### src/rtl/sfw_pkg.sv
package sfw_pkg;
  localparam int unsigned WORD_W = 32;
  localparam int unsigned BYTE_W = 8;
  localparam int unsigned NBYTES = WORD_W / BYTE_W;
  localparam logic [WORD_W-1:0] STD525_WORD = 32'h21F07C1F;
  localparam logic [WORD_W-1:0] STD625_WORD = 32'h2A098ACB;
  typedef logic [WORD_W-1:0] freq_word_t;
endpackage

### src/rtl/sfw_addr_decode.sv
module sfw_addr_decode #(
  parameter int unsigned ADDR_W    = 8,
  parameter int unsigned NBYTES    = 4,
  parameter logic [ADDR_W-1:0] BASE_ADDR = 8'h8C
) (
  input  logic              en,
  input  logic [ADDR_W-1:0] addr,
  output logic [NBYTES-1:0] sel
);
  logic [ADDR_W-1:0] offset;
  assign offset = addr - BASE_ADDR;

  for (genvar i = 0; i < NBYTES; i++) begin : g_lane
    assign sel[i] = en && (offset == ADDR_W'(i));
  end
endmodule

### src/rtl/sfw_shadow_bank.sv
module sfw_shadow_bank #(
  parameter int unsigned NBYTES = 4,
  parameter int unsigned BYTE_W = 8,
  parameter logic [NBYTES*BYTE_W-1:0] RESET_WORD = '0
) (
  input  logic                     clk,
  input  logic                     rst_n,
  input  logic [NBYTES-1:0]        byte_we,
  input  logic [BYTE_W-1:0]        wr_data,
  input  logic                     preset_load,
  input  logic [NBYTES*BYTE_W-1:0] preset_word,
  input  logic [NBYTES-1:0]        rd_sel,
  output logic [BYTE_W-1:0]        rd_data,
  output logic [NBYTES*BYTE_W-1:0] shadow_word
);
  localparam int unsigned WW = NBYTES * BYTE_W;

  for (genvar i = 0; i < NBYTES; i++) begin : g_byte
    logic [BYTE_W-1:0] q;
    always_ff @(posedge clk) begin
      if (!rst_n)
        q <= RESET_WORD[i*BYTE_W +: BYTE_W];
      else if (preset_load)
        q <= preset_word[i*BYTE_W +: BYTE_W];
      else if (byte_we[i])
        q <= wr_data;
    end
    assign shadow_word[i*BYTE_W +: BYTE_W] = q;
  end

  always_comb begin
    rd_data = '0;
    for (int i = 0; i < NBYTES; i++)
      if (rd_sel[i]) rd_data = rd_data | shadow_word[i*BYTE_W +: BYTE_W];
  end

  // no write strobe and no preset means shadow storage holds
  a_r7_shadow_hold: assert property (@(posedge clk) disable iff (!rst_n)
    (!(|byte_we) && !preset_load) |=> $stable(shadow_word));

  // preset overrides any lane write
  a_r9_preset_shadow: assert property (@(posedge clk) disable iff (!rst_n)
    preset_load |=> (shadow_word == $past(preset_word)));

  logic [WW-1:0] unused_w;
  assign unused_w = shadow_word;
endmodule

### src/rtl/sfw_active_word.sv
module sfw_active_word #(
  parameter int unsigned NBYTES = 4,
  parameter int unsigned BYTE_W = 8,
  parameter logic [NBYTES*BYTE_W-1:0] RESET_WORD = '0
) (
  input  logic                     clk,
  input  logic                     rst_n,
  input  logic                     commit,
  input  logic [BYTE_W-1:0]        wr_data,
  input  logic [NBYTES*BYTE_W-1:0] shadow_word,
  input  logic                     preset_load,
  input  logic [NBYTES*BYTE_W-1:0] preset_word,
  output logic [NBYTES*BYTE_W-1:0] active_word
);
  localparam int unsigned LOW_W = (NBYTES - 1) * BYTE_W;

  logic [NBYTES*BYTE_W-1:0] commit_word;
  assign commit_word = {wr_data, shadow_word[LOW_W-1:0]};

  always_ff @(posedge clk) begin
    if (!rst_n)
      active_word <= RESET_WORD;
    else if (preset_load)
      active_word <= preset_word;
    else if (commit)
      active_word <= commit_word;
  end

  // only a commit or preset may change the active word
  a_r2_active_hold: assert property (@(posedge clk) disable iff (!rst_n)
    (!commit && !preset_load) |=> $stable(active_word));

  // commit merges the incoming top byte with the lower shadow lanes
  a_r3_commit_merge: assert property (@(posedge clk) disable iff (!rst_n)
    (commit && !preset_load) |=>
      (active_word == {$past(wr_data), $past(shadow_word[LOW_W-1:0])}));

  // preset lands in the active word in one edge
  a_r8_preset_active: assert property (@(posedge clk) disable iff (!rst_n)
    preset_load |=> (active_word == $past(preset_word)));
endmodule

### src/rtl/sfw_phase_acc.sv
module sfw_phase_acc #(
  parameter int unsigned WORD_W  = 32,
  parameter int unsigned PHASE_W = 10
) (
  input  logic               clk,
  input  logic               rst_n,
  input  logic [WORD_W-1:0]  step,
  output logic [PHASE_W-1:0] phase
);
  logic [WORD_W-1:0] acc;

  always_ff @(posedge clk) begin
    if (!rst_n) acc <= '0;
    else        acc <= acc + step;
  end

  assign phase = acc[WORD_W-1 -: PHASE_W];

  // each cycle adds the word held at the previous edge
  a_r5_acc_step: assert property (@(posedge clk) disable iff (!rst_n)
    1'b1 |=> (acc == $past(acc) + $past(step)));
endmodule

### src/rtl/sfw_loader.sv
module sfw_loader
  import sfw_pkg::*;
#(
  parameter int unsigned ADDR_W    = 8,
  parameter int unsigned PHASE_W   = 10,
  parameter logic [ADDR_W-1:0] BASE_ADDR = 8'h8C
) (
  input  logic               clk,
  input  logic               rst_n,
  input  logic               wr_en,
  input  logic [ADDR_W-1:0]  wr_addr,
  input  logic [BYTE_W-1:0]  wr_data,
  input  logic [ADDR_W-1:0]  rd_addr,
  output logic [BYTE_W-1:0]  rd_data,
  input  logic               preset_load,
  input  logic               preset_pal,
  output logic [WORD_W-1:0]  active_word,
  output logic [PHASE_W-1:0] phase_out
);
  logic [NBYTES-1:0] wr_sel;
  logic [NBYTES-1:0] rd_sel;
  logic              wr_take;
  logic              commit;
  freq_word_t        preset_word;
  freq_word_t        shadow_word;

  assign wr_take     = wr_en && !preset_load;
  assign commit      = wr_sel[NBYTES-1];
  assign preset_word = preset_pal ? STD625_WORD : STD525_WORD;

  sfw_addr_decode #(.ADDR_W(ADDR_W), .NBYTES(NBYTES), .BASE_ADDR(BASE_ADDR)) u_wr_dec (
    .en(wr_take), .addr(wr_addr), .sel(wr_sel));

  sfw_addr_decode #(.ADDR_W(ADDR_W), .NBYTES(NBYTES), .BASE_ADDR(BASE_ADDR)) u_rd_dec (
    .en(1'b1), .addr(rd_addr), .sel(rd_sel));

  sfw_shadow_bank #(.NBYTES(NBYTES), .BYTE_W(BYTE_W), .RESET_WORD(STD525_WORD)) u_shadow (
    .clk(clk), .rst_n(rst_n), .byte_we(wr_sel), .wr_data(wr_data),
    .preset_load(preset_load), .preset_word(preset_word),
    .rd_sel(rd_sel), .rd_data(rd_data), .shadow_word(shadow_word));

  sfw_active_word #(.NBYTES(NBYTES), .BYTE_W(BYTE_W), .RESET_WORD(STD525_WORD)) u_active (
    .clk(clk), .rst_n(rst_n), .commit(commit), .wr_data(wr_data),
    .shadow_word(shadow_word), .preset_load(preset_load),
    .preset_word(preset_word), .active_word(active_word));

  sfw_phase_acc #(.WORD_W(WORD_W), .PHASE_W(PHASE_W)) u_acc (
    .clk(clk), .rst_n(rst_n), .step(active_word), .phase(phase_out));

  // after a commit the active low lanes equal the shadow lanes
  a_r4_latest_lanes: assert property (@(posedge clk) disable iff (!rst_n)
    (commit || preset_load) |=> (active_word == shadow_word));
endmodule

### config.mk
export PLATFORM = sky130hd
export DESIGN_NAME = sfw_loader
export DESIGN_NICKNAME = d
export VERILOG_FILES = /design/src/rtl/sfw_pkg.sv /design/src/rtl/sfw_addr_decode.sv /design/src/rtl/sfw_shadow_bank.sv /design/src/rtl/sfw_active_word.sv /design/src/rtl/sfw_phase_acc.sv /design/src/rtl/sfw_loader.sv
export SDC_FILE = /design/constraint.sdc
export NUM_CORES = 1
export LEC_CHECK = 0
export ABC_AREA = 1
export CORE_MARGIN = 2
export CORE_UTILIZATION = 50
export DETAILED_ROUTE_END_ITERATION = 10
export PLACE_DENSITY = 0.79
export SLEW_MARGIN = 20
export SYNTH_ARGS = -nofsm -noshare
export SYNTH_HDL_FRONTEND = slang
export SYNTH_HIERARCHICAL = 1
export SYNTH_SLANG_ARGS = --single-unit
### constraint.sdc
create_clock -name clk -period 2.3 [get_ports clk]
set_input_delay 0.345 -clock clk [delete_from_list [all_inputs] [get_ports clk]]
set_output_delay 0.345 -clock clk [all_outputs]
set_load 0.03 [all_outputs]
==> impl_metrics.toml <==
[outcome]
status = "complete, no violations"

[final_layout]
antennaDiodeCount = 0
multi_input_area_mm2 = 0.00403
area_growth_pct = 18.0
final_nets = 1250
ff_latch_area_mm2 = 0.00192
final_cells = 1370
final_cell_mix = "nand2_1 (410), inv_1 (157), nand3_1 (105), dfxtp_1 (96), clkdlybuf4s50_1 (68)"
drive_above_1_share = 0.101
fill_cells = 1305
layout_commonest_cell = "nand2_1"

[min_path]
hold_start = "rst_n"
whs_path_depth = 2
worstHoldPathType = "input port to flop"

[power_and_ir_drop]
ir_worst_vdd_mv = 0.404
p_per_area_mw_per_mm2 = 789
p_leak_uw = 0.00428

[global_route]
grt_pass1_vias = 6343
antenna_found_initial = 0
gr-total-overflow = 0
grt_first_pass_wirelength_um = 30700
track_usage = 0.266
grt_max_degree = 79

[timing]
finalHoldViolCount = 0
rsz0062_at_grt = "false"
drv_slew = 0
fin_crit_sh = 0.918
tightest_slew_ns = 0.724
fmax_mhz = 474
min_period_ns = 2.11
finalClockSkew_ns = 0.00552
maxSlewHeadroom = 0.517
setup_violations = 0
tns_ns = 0

[critical_path]
critPathMostFrequentCell = "nand4_1"
max_stage_delay_ns = 0.47
path_class = "input port to output pin"
reg2regPathDepth = 11
crit_path_end_kind = "output pin"
cp_slowest_cell = "clkdlybuf4s50_1"
crit_chain = "clkdlybuf4s50_1 -> nand2_2 -> inv_2 -> nand4_1 -> nor2_2 -> nand2_1 -> nand4_1 -> buf_4"
path_max_fanout = 8
crit_required_ns = 1.96
setup.worst_path.start = "rd_addr[2]"
r2r-start = "u_active/active_word[0]"
cp.buffers_inverters = 3
cpLargestDelayFamily = "buffers and inverters"
setup.worst_path.start_class = "input port"
arrival_ns = 1.77
worstSetupPathDepth = 8

[detailed_routing]
via_per_inst = 5.03
routed_wl_um = 18600
first_pass_iters = 7
ant_nets = 0
drtIter0Drc = 569
wl_per_cell_um = 13.6
via_count = 6895
drc = 0

[cts]
cts_root_buf = "clkbuf_16"
clockBufferDepth = 2
holdBufCountCts = 0
cts-htree-levels = 3
cts_buffers = 9
cts_resized = 0
clk_latency_ns = 0.35
path_clk_slew_ns = 0.07
cts_tree = "yes"
clock-sinks = 96
post_cts_buffers = 0

[floorplan]
die_area_mm2 = 0.0145
die_y_um = 120
core_area_mm2 = 0.0132
die_x_um = 120
io_pins = 79
rows = 42
initial_core_util = 0.512

[synthesis]
synthCells = 1104
avgSynthCellArea_um2 = 6.15
syn_area_mm2 = 0.00679
yosysUniqueCellTypes = 36
ys_seq_elements = 96
yosysSeqAreaShare = 0.283
yosys_warnings = 6

[flow_run]
maxCapViolCount = 0

[placement]
hpwlAfterDp_um = 14200
portBuffers = 78
dpl.cell_count = 1354
gp_congestion = 0.932
[worst register-to-register path: stages, from the launching register on]
cell and delay (ns):
dfxtp_1 0.33, ha_1 0.25, fa_1 0.42, nand3_1 0.10, nand3_1 0.16, nand2_1 0.10
nand3_1 0.19, nand2_1 0.19, nand3_1 0.09, nand2_1 0.06, inv_1 0.04, nor2_1 0.08
[cells by family (layout without fill, tap and decap cells)]
kind of cell | Yosys count | count (layout) | share of synthesized area
flops | 96 | 96 | 0.283
compound gates | 75 | 75 | 0.0590
simple gates | 684 | 684 | 0.455
fa+ha+maj | 32 | 32 | 0.0601
buf+inv | 213 | 275 | 0.138
other cells | 2 | 30 | 0.00111
xor+xnor | 2 | 2 | 0.00258
[area by class of cell]
class,count,share of cell area
repair buffers,90,0.110
multi-input cells,823,0.504
clock buffers,10,0.0299
clock inverters,6,0.00922
well taps,176,0.0275
inverters,169,0.0796
flip-flops and latches,96,0.240
[path summary, 6_finish.rpt]
kind	endpoint	slack, ns
setup reg to reg	u_acc/acc[24]	0.24
hold reg to reg	u_shadow/g_byte[3].q[0]	0.49
setup / recovery	rd_data[4]	0.19
hold / removal	u_active/active_word[29]	0.33
[state kept, by name, indices dropped and copies added, names as in the netlist]
register	count
u_acc/acc	32
u_active/active_word	32
u_shadow/g_byte.q	32
[Yosys cell counts]
master | instances | share of area
fa_1 | 1 | 0.0030
a21oi_2 | 1 | 0.0013
nand4_1 | 37 | 0.034
nand2_2 | 23 | 0.021
nand2_1 | 410 | 0.23
ha_1 | 31 | 0.057
buf_4 | 15 | 0.017
inv_4 | 1 | 0.00092
nor2_2 | 20 | 0.018
conb_1 | 2 | 0.0011
nand3_2 | 10 | 0.015
buf_1 | 1 | 0.00055
a21o_1 | 1 | 0.0011
buf_6 | 9 | 0.015
nor3_1 | 3 | 0.0022
dfxtp_1 | 96 | 0.28
and2_4 | 1 | 0.0013
nor2_8 | 1 | 0.0030
o21a_1 | 2 | 0.0022
inv_1 | 157 | 0.087
nor2_1 | 58 | 0.032
clkbuf_1 | 8 | 0.0044
and3_1 | 1 | 0.00092
buf_2 | 11 | 0.0081
o21ai_0 | 11 | 0.0081
xnor2_1 | 2 | 0.0026
nand2_4 | 3 | 0.0050
nor2_4 | 5 | 0.0083
a21oi_1 | 56 | 0.041
o21bai_2 | 1 | 0.0017
inv_2 | 11 | 0.0061
nand3_1 | 105 | 0.077
nor3_2 | 1 | 0.0015
o21bai_1 | 3 | 0.0033
and2_1 | 4 | 0.0037
nor3_4 | 2 | 0.0048
[stage by stage]
| step | instance area, um^2 | hold slack [ns] | util | setup slack [ns] | power [uW] |
|---|---|---|---|---|---|
| after floorplan | 6890 | 0.442 | - | 0.424 | 4090 |
| after global placement | 7690 | 0.461 | 0.581 | 0.0725 | 4680 |
| after detailed placement | 7690 | 0.474 | 0.581 | 0.0331 | 4720 |
| after CTS | 8000 | 0.319 | 0.604 | 0.0261 | 6330 |
| after global routing | 8000 | 0.333 | 0.604 | 0.0807 | 6770 |
| final | 8000 | 0.330 | 0.604 | 0.190 | 6320 |
[power breakdown]
group / switching [uW] / leakage [uW] / internal, uW
combinational: 1710 / 0.00333 / 943
sequential: 166 / 0.000797 / 1910
clock: 701 / 0.000147 / 887
[metal layers]
layer  track usage  up-vias  share of wire
li1              -     3585              -
met2         0.437      234           0.47
met1         0.340     3026           0.43
met3        0.0509       50          0.066
met5             0        -              0
met4         0.112        0          0.033
(Power assumes the default switching activity.)
